## src/rtl/osr_pkg.sv

```systemverilog
package osr_pkg;
  typedef enum logic {
    OP_PROGRAM = 1'b0,
    OP_ERASE   = 1'b1
  } op_kind_e;

  localparam int unsigned WORD_W   = 16;
  localparam int unsigned POLL_POS = 7;
  localparam int unsigned TGL_POS  = 6;
endpackage

```

## src/rtl/osr_strobe_edge.sv

```systemverilog
module osr_strobe_edge (
  input  logic clk,
  input  logic rst_n,
  input  logic strobe,
  output logic rise
);
  logic strobe_q;

  always_ff @(posedge clk) begin
    if (!rst_n) strobe_q <= 1'b0;
    else        strobe_q <= strobe;
  end

  assign rise = strobe & ~strobe_q;
endmodule

```

## src/rtl/osr_toggle.sv

```systemverilog
module osr_toggle (
  input  logic clk,
  input  logic rst_n,
  input  logic advance,
  output logic tgl
);
  logic tgl_q;

  always_ff @(posedge clk) begin
    if (!rst_n)       tgl_q <= 1'b0;
    else if (advance) tgl_q <= ~tgl_q;
  end

  assign tgl = tgl_q;
endmodule

```

## src/rtl/osr_status_mux.sv

```systemverilog
module osr_status_mux #(
  parameter int unsigned W        = osr_pkg::WORD_W,
  parameter int unsigned POLL_BIT = osr_pkg::POLL_POS,
  parameter int unsigned TGL_BIT  = osr_pkg::TGL_POS
) (
  input  logic         busy,
  input  logic         kind,
  input  logic [W-1:0] prog_word,
  input  logic [W-1:0] array_data,
  input  logic         tgl,
  output logic [W-1:0] out_data
);
  import osr_pkg::*;

  logic [W-1:0] status;

  for (genvar i = 0; i < W; i++) begin : g_bit
    if (i == POLL_BIT) begin : g_poll
      assign status[i] = (kind == OP_PROGRAM) ? ~prog_word[i] : 1'b0;
    end else if (i == TGL_BIT) begin : g_tgl
      assign status[i] = tgl;
    end else begin : g_zero
      assign status[i] = 1'b0;
    end
  end

  assign out_data = busy ? status : array_data;
endmodule

```

## src/rtl/op_status_reporter.sv

```systemverilog
module op_status_reporter #(
  parameter int unsigned W        = osr_pkg::WORD_W,
  parameter int unsigned POLL_BIT = osr_pkg::POLL_POS,
  parameter int unsigned TGL_BIT  = osr_pkg::TGL_POS
) (
  input  logic         clk,
  input  logic         rst_n,
  input  logic         hw_reset,
  input  logic         op_busy,
  input  logic         op_kind,
  input  logic [W-1:0] prog_word,
  input  logic [W-1:0] array_data,
  input  logic         rd_strobe,
  output logic [W-1:0] rd_data,
  output logic         wr_discard
);
  logic busy_eff;
  logic strobe_rise;
  logic tgl;

  // abort overrides the engine's busy flag in the same cycle
  assign busy_eff = op_busy & ~hw_reset;

  osr_strobe_edge u_edge (
    .clk    (clk),
    .rst_n  (rst_n),
    .strobe (rd_strobe),
    .rise   (strobe_rise)
  );

  osr_toggle u_tgl (
    .clk     (clk),
    .rst_n   (rst_n),
    .advance (strobe_rise & busy_eff),
    .tgl     (tgl)
  );

  osr_status_mux #(
    .W        (W),
    .POLL_BIT (POLL_BIT),
    .TGL_BIT  (TGL_BIT)
  ) u_mux (
    .busy       (busy_eff),
    .kind       (op_kind),
    .prog_word  (prog_word),
    .array_data (array_data),
    .tgl        (tgl),
    .out_data   (rd_data)
  );

  assign wr_discard = busy_eff;
endmodule

```

## config.mk

```make
export PLATFORM = sky130hd
export DESIGN_NAME = op_status_reporter
export DESIGN_NICKNAME = d
export VERILOG_FILES = /design/src/rtl/osr_pkg.sv /design/src/rtl/osr_strobe_edge.sv /design/src/rtl/osr_toggle.sv /design/src/rtl/osr_status_mux.sv /design/src/rtl/op_status_reporter.sv
export SDC_FILE = /design/constraint.sdc
export NUM_CORES = 1
export LEC_CHECK = 0
export ABC_CLOCK_PERIOD_IN_PS = 1400
export BUFFER_PORTS_ARGS = -buffer_cell sky130_fd_sc_hd__buf_2
export CAP_MARGIN = 0
export CORE_AREA = 5 5 42 44
export CTS_CLUSTER_SIZE = 28
export DETAILED_ROUTE_END_ITERATION = 10
export DIE_AREA = 0 0 47 49
export PLACE_DENSITY = 0.66
export SETUP_SLACK_MARGIN = 0.5
export SLEW_MARGIN = 20
export SYNTH_ARGS = -nofsm -noshare
export SYNTH_HDL_FRONTEND = slang
export SYNTH_SLANG_ARGS = --single-unit
```

## constraint.sdc

```tcl
create_clock -name clk -period 1.4 [get_ports clk]
set_input_delay 0.21 -clock clk [delete_from_list [all_inputs] [get_ports clk]]
set_output_delay 0.21 -clock clk [all_outputs]
set_load 0.1 [all_outputs]
```

==> results of run 1 <==
==> worst min-delay path by stage <==
stage                    from              end  slack (ps)  depth (start not counted)
floorplan           rd_strobe  u_edge.strobe_q         330                          1
global placement    rd_strobe  u_edge.strobe_q         420                          2
detailed placement  rd_strobe  u_edge.strobe_q         430                          2
CTS                 rd_strobe  u_edge.strobe_q         190                          2
global route        rd_strobe  u_edge.strobe_q         200                          2
finish              rd_strobe  u_edge.strobe_q         200                          2
==> per-stage QoR <==
stage	setup WS, ps	hold WS [ps]
after floorplan	303	332
after global placement	143	424
after detailed placement	137	428
after CTS	207	193
after global routing	186	204
final	214	201
==> layout by cell type, fill, tap and decap left out, types with 2 or more instances in the layout <==
master     n
and2_4    14
buf_12    18
buf_2     20
buf_4      3
buf_6      3
clkbuf_4   3
mux2_4     2
nand2b_4   2
==> sequential cells by signal, indices dropped and copies added, names as in the netlist <==
| register | cells |
|---|---|
| u_edge.strobe_q | 1 |
| u_tgl.tgl | 1 |
==> area by class of cell <==
class / count / area [um^2]
Fill cell: 116 / 571
Timing Repair Buffer: 44 / 517
Multi-Input combinational cell: 24 / 223
Sequential cell: 2 / 41.3
Clock buffer: 3 / 22.5
Tap cell: 16 / 20.0
Inverter: 1 / 7.51
==> layer usage <==
layer,share of wire,track usage,vias to the layer above
li1,-,-,181
met1,0.26,0.0853,160
met2,0.60,0.179,22
met3,0.12,0.0295,2
met4,0.021,0.0691,0
met5,0,0,-
==> kinds of logic after synthesis <==
family,synth area share
flip-flops,0.170
multiplexers,0.170
buffers and inverters,0.0638
AND/OR/NAND/NOR,0.596
==> power groups by stage <==
stage / clock network (mW) / registers (mW) / logic (mW)
finish: 0.125 / 0.0619 / 0.515
global route: 0.141 / 0.0620 / 0.532
CTS: 0.133 / 0.0617 / 0.515
detailed placement: 0 / 0.0624 / 0.487
global placement: 0 / 0.0622 / 0.483
floorplan: 0 / 0.0620 / 0.304
==> worst max-delay path, stage by stage, from the launching register on <==
cell     delay (ps)
dfxtp_2         310
mux2_4          280
buf_12          170
==> what timing repair did <==
action	in CTS	in global routing
pin swaps	6	1
buffers inserted	4	1
gates cloned	1	0
endpoints found under the setup margin	17	17
gates resized for setup	10	1
endpoints found under the hold margin	0	0
==> flow_summary_export.csv, run 1 <==
group,metric,value,unit
worst_setup_path,arrival,980,ps
clocking,cts.sinks,2,
logic_synthesis,yosysMostFrequentCell,"and2_1",
floorplan,die_w,47,um
routing,ant_nets,0,
pwr,total_power,702,uW
pwr,swShare,0.479,
cells_and_area,finalNonFillerCells,90,
placed_design,routabilityCongestion,0.609,
clocking,cts_max_level,1,
sta,rsz0062_at_grt,"true",
cells_and_area,fin_util,0.593,
floorplan,dieArea,0.00230,mm^2
global_route,antenna_found_initial,0,
logic_synthesis,async_flop_share,0,
pwr,leakage,0.425,nW
routing,vias_per_cell,4.06,
pwr,pwr-share-clk,0.178,
cells_and_area,n_antenna_cell,0,
pwr,vdd_drop_max,616,uV
sta,fmaxAchievable,0.843,GHz
global_route,track_usage,0.0992,
routing,dr_total_vias,365,
logic_synthesis,synth_seq_area_share,0.170,
logic_synthesis,synthFlopType,"dfxtp_1",
global_route,overflow,0,
global_route,grt_pass1_vias,418,
clocking,root_buffer,"clkbuf_4",
cells_and_area,finalNetCount,114,
worst_setup_path,cp-end-kind,"output port",
logic_synthesis,syn_area,235,um^2
logic_synthesis,syn_area_per_cell,8.71,um^2
sta,skew,0.588,ps
logic_synthesis,synth_top_area_share,0.266,
sta,tns,0,ps
sta,relSlewSlack,0.930,
placed_design,dpl.hpwl,817,um
logic_synthesis,synth_area_leaders,"and2_1 27%, dfxtp_1 17%, and2_2 16%, mux2_4 13%, nand2b_4 5.9%",
clocking,path_clk_slew,30,ps
floorplan,core,0.00140,mm^2
placed_design,dp_cells,81,
sta,setup_viol,0,
floorplan,ios,55,
clocking,clockBufferDepth,2,
worst_setup_path,path_class,"reg2out",
logic_synthesis,yosysUniqueCellTypes,12,
placed_design,placed_cell_area,721,um^2
job,cap_viol_max_count,0,
worst_setup_path,crit_required,1190,ps
sta,finalMaxSlewViolations,0,
logic_synthesis,synth-edff-count,0,
worst_setup_path,crit_path_max_fanout,2,
global_route,grt_pass1_wl,1.61,mm
worst_setup_path,rr_worst_depth,4,
routing,wl,969,um
cells_and_area,layout-drive-gt1-share,0.905,
sta,worst_slew_pin_slew,102,ps
clocking,cts_tree,"built",
routing,first_pass_iters,1,
routing,drt_iter0_markers,0,
logic_synthesis,synth_top_cell_by_area,"and2_1",
logic_synthesis,ys_ff_latch,2,
floorplan,start_util,0.168,
placed_design,portBuffers,39,
logic_synthesis,synth_common_cells,"10 x and2_1, 5 x and2_2, 2 x dfxtp_1, 2 x mux2_4",
pwr,internal-power,366,uW
routing,avgRoutedWirePerCell,10.8,um
pwr,power.switching,336,uW
worst_hold_path,hold_class,"in2reg",
logic_synthesis,syn_nets,65,
sta,min_period_over_period,0.847,
pwr,comb_power_share,0.733,
pwr,powerDensity,845,mW/mm^2
routing,drcViolationCount,0,
worst_setup_path,r2r_end,"u_tgl.tgl",
worst_setup_path,crit_path_end,"rd_data[6]",
clocking,clk_latency,220,ps
sta,timing.final.hold_violations,0,
clocking,cts_hold_buf,0,
cells_and_area,stdcell_area,831,um^2
logic_synthesis,yosysWarnings,0,
sta,min_period,1190,ps
worst_setup_path,r2r_start,"u_tgl.tgl",
floorplan,placementRows,14,
pwr,seq_power_share,0.088,
floorplan,fp.dieH,49,um
status,status,"complete, no violations",
worst_setup_path,rrSetupSlack,530,ps
worst_setup_path,worstSetupStartpointType,"register",
logic_synthesis,syn_inst,27,
clocking,cts-buffers-inserted,3,
worst_setup_path,crit_path_start,"u_tgl.tgl",
global_route,grt_max_degree,7,
cells_and_area,syn2layout_area_growth,253,%
Note: power is estimated with default switching activity, not from simulation.
==> inputs of run 2 (changes only) <==
--- a/config.mk
+++ b/config.mk
@@ -5,7 +5,7 @@
 export SDC_FILE = /design/constraint.sdc
 export NUM_CORES = 1
 export LEC_CHECK = 0
-export ABC_CLOCK_PERIOD_IN_PS = 1400
+export ABC_CLOCK_PERIOD_IN_PS = 1200
 export BUFFER_PORTS_ARGS = -buffer_cell sky130_fd_sc_hd__buf_2
 export CAP_MARGIN = 0
 export CORE_AREA = 5 5 42 44
==> constraint.sdc (replaced) <==
create_clock -name clk -period 1.2 [get_ports clk]
set_input_delay 0.18 -clock clk [delete_from_list [all_inputs] [get_ports clk]]
set_output_delay 0.18 -clock clk [all_outputs]
set_load 0.1 [all_outputs]
==> run 2 against run 1 <==
  * Sequential power increased by 16%
  * Final area is 2.7% higher
  * Register-to-register slack worse by 210 ps
  * Non-clock buffer count unchanged
  * Critical path depth is the same
  * Combinational power rose by 19%
  * Worst hold slack worse by 26 ps
==> flow_summary_export.csv, run 2 (synthesized netlist as in run 1, its figures left out) <==
group,metric,value,unit
worst_hold_path,min_from,"rd_strobe",
routing,drcViolationCount,0,
sta,fin_hold_ws,175,ps
worst_setup_path,cp-end-kind,"output port",
cells_and_area,layout_common_cells,"20 x buf_2, 17 x buf_12, 14 x and2_4",
global_route,grt_max_degree,6,
sta,min_period,1160,ps
pwr,seq_power_share,0.086,
worst_setup_path,arrival,980,ps
placed_design,placed_cell_area,728,um^2
global_route,overflow,0,
floorplan,fp.dieH,49,um
routing,first_pass_iters,1,
pwr,swShare,0.480,
floorplan,placementRows,14,
global_route,track_usage,0.105,
cells_and_area,finalNetCount,114,
global_route,grt_pass1_wl,1.73,mm
worst_hold_path,whs_endpoint,"u_edge.strobe_q",
worst_hold_path,hold_class,"in2reg",
worst_setup_path,rrSetupSlack,320,ps
floorplan,die_w,47,um
cells_and_area,stdcell_area,853,um^2
cells_and_area,layout_commonest_cell,"buf_2",
clocking,cts_tree,"built",
cells_and_area,fillCellCount,122,
floorplan,core,0.00140,mm^2
clocking,cts-buffers-inserted,3,
clocking,path_clk_slew,30,ps
cells_and_area,layout-drive-gt1-share,0.919,
global_route,antenna_found_initial,0,
clocking,clockBufferDepth,2,
placed_design,portBuffers,39,
routing,wl,1.16,mm
worst_setup_path,crit_path_max_fanout,2,
worst_setup_path,path_class,"reg2out",
cells_and_area,n_antenna_cell,0,
worst_setup_path,r2r_end,"u_tgl.tgl",
clocking,clk_latency,220,ps
routing,avgRoutedWirePerCell,12.9,um
pwr,leakage,0.432,nW
sta,setup_viol,0,
cells_and_area,syn2layout_area_growth,263,%
global_route,grt_pass1_vias,422,
sta,fmaxAchievable,0.865,GHz
pwr,powerDensity,979,mW/mm^2
worst_setup_path,rr_worst_depth,4,
cells_and_area,multi_input_area,230,um^2
floorplan,ios,55,
sta,timing.final.hold_violations,0,
pwr,pwr-share-clk,0.180,
clocking,cts_hold_buf,0,
sta,min_period_over_period,0.964,
floorplan,start_util,0.168,
routing,ant_nets,0,
sta,relSlewSlack,0.909,
status,status,"complete, no violations",
sta,tns,0,ps
pwr,power.switching,401,uW
job,cap_viol_max_count,0,
cells_and_area,regArea,41.3,um^2
routing,dr_total_vias,365,
pwr,vdd_drop_max,673,uV
worst_hold_path,whs_path_depth,2,
routing,vias_per_cell,4.06,
pwr,comb_power_share,0.734,
floorplan,dieArea,0.00230,mm^2
clocking,cts.sinks,2,
worst_setup_path,r2r_start,"u_tgl.tgl",
sta,worst_slew_pin_slew,132,ps
worst_setup_path,worstSetupStartpointType,"register",
sta,finalMaxSlewViolations,0,
routing,drt_iter0_markers,0,
clocking,root_buffer,"clkbuf_4",
clocking,cts_max_level,1,
sta,skew,0.892,ps
pwr,internal-power,434,uW
sta,rsz0062_at_grt,"true",
placed_design,routabilityCongestion,0.586,
worst_setup_path,crit_required,1020,ps
[run 2: cell counts in the layout (fill, tap and decap cells not counted)]
Identical to the previous run, type by type.
[run 2: worst max path at each step]
stage | start | to | slack [ps] | depth (start not counted)
floorplan | hw_reset | wr_discard | 160 | 3
global route | u_tgl.tgl | rd_data[6] | 20 | 2
finish | u_tgl.tgl | rd_data[6] | 40 | 2
global placement | hw_reset | rd_data[10] | 60 | 5
detailed placement | hw_reset | rd_data[10] | 50 | 5
CTS | u_tgl.tgl | rd_data[6] | 30 | 2
[run 2: area by class of cell]
| cell class | instances | area share |
|---|---|---|
| Timing Repair Buffer | 44 | 0.623 |
| Inverter | 1 | 0.00880 |
| Tap cell | 16 | 0.0235 |
| Multi-Input combinational cell | 24 | 0.270 |
| Sequential cell | 2 | 0.0484 |
| Clock buffer | 3 | 0.0264 |
[run 2: power groups by stage]
| stage | registers, mW | logic, mW | clock network, mW |
|---|---|---|---|
| floorplan | 0.0723 | 0.355 | 0 |
| finish | 0.0720 | 0.613 | 0.151 |
| detailed placement | 0.0728 | 0.572 | 0 |
| CTS | 0.0720 | 0.607 | 0.160 |
| global route | 0.0720 | 0.632 | 0.165 |
| global placement | 0.0726 | 0.565 | 0 |
[run 2: what timing repair did]
action	in CTS	in global routing
endpoints found under the setup margin	18	18
gates cloned	2	0
pin swaps	2	6
gates resized for setup	11	5
setup buffers	2	1
[run 2: stage by stage]
step | util | power [mW] | setup slack [ps] | std cells
2_1_floorplan | - | 0.427 | 163 | 27
5_1_grt | 0.609 | 0.868 | 23.2 | 90
3_3_place_gp | 0.520 | 0.638 | 56.7 | 82
3_5_place_dp | 0.520 | 0.645 | 45.7 | 82
4_1_cts | 0.590 | 0.839 | 32.7 | 89
6_report | 0.609 | 0.835 | 43.4 | 90
[run 2: critical path, cell delays in order, from the launching register on]
cell and delay (ps):
dfxtp_2 310, mux2_4 280, buf_12 170
[run 2: layer usage]
layer	global-route usage	wire [um]	vias to the layer above
li1	-	-	180
met1	0.0678	261	164
met2	0.233	773	21
met3	0.0148	124	0
met4	0.0553	0	0
met5	0	0	-
==> inputs of run 3 (changes only) <==
--- a/config.mk
+++ b/config.mk
@@ -6,13 +6,13 @@
 export NUM_CORES = 1
 export LEC_CHECK = 0
 export ABC_CLOCK_PERIOD_IN_PS = 1200
-export BUFFER_PORTS_ARGS = -buffer_cell sky130_fd_sc_hd__buf_2
 export CAP_MARGIN = 0
 export CORE_AREA = 5 5 42 44
 export CTS_CLUSTER_SIZE = 28
 export DETAILED_ROUTE_END_ITERATION = 10
 export DIE_AREA = 0 0 47 49
-export PLACE_DENSITY = 0.66
+export DONT_BUFFER_PORTS = 1
+export RECOVER_POWER = 25
 export SETUP_SLACK_MARGIN = 0.5
 export SLEW_MARGIN = 20
 export SYNTH_ARGS = -nofsm -noshare
==> run 3 against run 2 <==
  * Non-clock buffer count down 36
  * Sequential cell count unchanged
  * Register-to-register slack better by 90 ps
  * Sequential power about the same
  * Worst hold slack worse by 95 ps
==> flow_summary_export.csv, run 3 (synthesized netlist as in run 1, its figures left out) <==
group,metric,value,unit
status,status,"complete, no violations",
global_route,antenna_found_initial,0,
worst_hold_path,whs_path_depth,1,
worst_hold_path,min_from,"rd_strobe",
floorplan,ios,55,
sta,finalMaxSlewViolations,0,
floorplan,die_w,47,um
worst_setup_path,worstSetupStartpointType,"register",
sta,tns,0,ps
clocking,cts_hold_buf,0,
routing,ant_nets,0,
worst_setup_path,critPathTopFamily,"multiplexers",
routing,drcViolationCount,0,
floorplan,start_util,0.168,
floorplan,core,0.00140,mm^2
cells_and_area,stdcell_area,437,um^2
sta,fmaxAchievable,0.898,GHz
worst_setup_path,path_cells,"mux2_4",
worst_setup_path,rrSetupSlack,410,ps
placed_design,routabilityCongestion,0.576,
routing,wl,806,um
clocking,clockBufferDepth,2,
sta,worst_slew_pin_slew,542,ps
job,cap_viol_max_count,0,
pwr,powerDensity,1460,mW/mm^2
sta,timing.final.hold_violations,0,
global_route,grt_pass1_vias,258,
routing,drt_iter0_markers,2,
sta,rsz0062_at_grt,"true",
worst_setup_path,slowest_delay,410,ps
placed_design,placed_cell_area,378,um^2
pwr,vdd_drop_max,622,uV
routing,vias_per_cell,4.40,
worst_setup_path,crit_required,1020,ps
cells_and_area,n_antenna_cell,0,
sta,relSlewSlack,0.640,
worst_hold_path,whs_endpoint,"u_edge.strobe_q",
cells_and_area,layout_common_cells,"14 x and2_4, 4 x buf_12, 3 x nand2b_4, 3 x clkbuf_4, 2 x mux2_4",
sta,setup_viol,0,
cells_and_area,finalNetCount,79,
worst_hold_path,hold_class,"in2reg",
sta,min_period,1110,ps
worst_setup_path,r2r_end,"u_tgl.tgl",
floorplan,placementRows,14,
cells_and_area,layout-drive-gt1-share,0.821,
worst_setup_path,cp-end-kind,"output port",
global_route,grt_max_degree,9,
clocking,cts_max_level,1,
routing,avgRoutedWirePerCell,14.7,um
global_route,track_usage,0.0676,
cells_and_area,layout_commonest_cell,"and2_4",
placed_design,portBuffers,0,
pwr,leakage,0.212,nW
sta,skew,2.25,ps
worst_setup_path,crit_path_max_fanout,2,
clocking,cts.sinks,2,
worst_setup_path,path_class,"reg2out",
worst_setup_path,rr_worst_depth,2,
worst_setup_path,arrival,930,ps
clocking,root_buffer,"clkbuf_4",
worst_setup_path,r2r_start,"u_edge.strobe_q",
routing,first_pass_iters,2,
worst_setup_path,cp_slowest_cell,"mux2_4",
clocking,cts-buffers-inserted,3,
floorplan,fp.dieH,49,um
clocking,clk_latency,220,ps
cells_and_area,syn2layout_area_growth,85.6,%
clocking,path_clk_slew,30,ps
routing,dr_total_vias,242,
clocking,cts_tree,"built",
worst_setup_path,crit_path_start,"u_tgl.tgl",
sta,min_period_over_period,0.928,
worst_setup_path,crit_buf_inv,0,
global_route,grt_pass1_wl,1.09,mm
global_route,overflow,0,
floorplan,dieArea,0.00230,mm^2
==> run 3: report_power, final <==
group / internal (mW) / switching (mW)
registers: 0.0709 / 0.00141
logic: 0.105 / 0.315
clock network: 0.110 / 0.0352
==> run 3: final cells by class <==
type                    count  area [um^2]
clock buffers               3         22.5
fillers                   150          965
flip-flops and latches      2         41.3
inverters                   1         7.51
repair buffers              8          109
multi-input cells          25          236
well taps                  16         20.0
==> run 3: through the flow <==
step | util | power (mW) | hold WS, ps | worst slack, ps | cells
finish | 0.312 | 0.638 | 80.2 | 86.6 | 55
global route | 0.312 | 0.660 | 84.1 | 70.7 | 55
CTS | 0.325 | 0.659 | 75.1 | 78.0 | 54
detailed placement | 0.270 | 0.485 | 308 | 143 | 48
global placement | 0.270 | 0.483 | 304 | 150 | 48
floorplan | - | 0.427 | 302 | 163 | 27
==> run 3: per-layer routing <==
layer	wire, um	vias up	global-route usage
met5	0	-	0
met4	0	0	0.0415
met3	122	0	0.0406
met2	431	20	0.113
met1	251	111	0.0570
li1	-	111	-
==> run 3: what timing repair did <==
item	4_1_cts	5_1_grt
endpoints found under the setup margin	18	18
gates resized for setup	11	1
cloned	2	0
endpoints found under the hold margin	0	0
buffers inserted	1	1
pin swaps	7	1
==> run 3: worst max path at each step <==
stage                 endpoint  cells after the start  slack [ps]
floorplan           wr_discard                      3         160
global placement    rd_data[6]                      2         150
detailed placement  rd_data[6]                      2         140
CTS                 rd_data[6]                      1          80
global route        rd_data[6]                      1          70
finish              rd_data[6]                      1          90
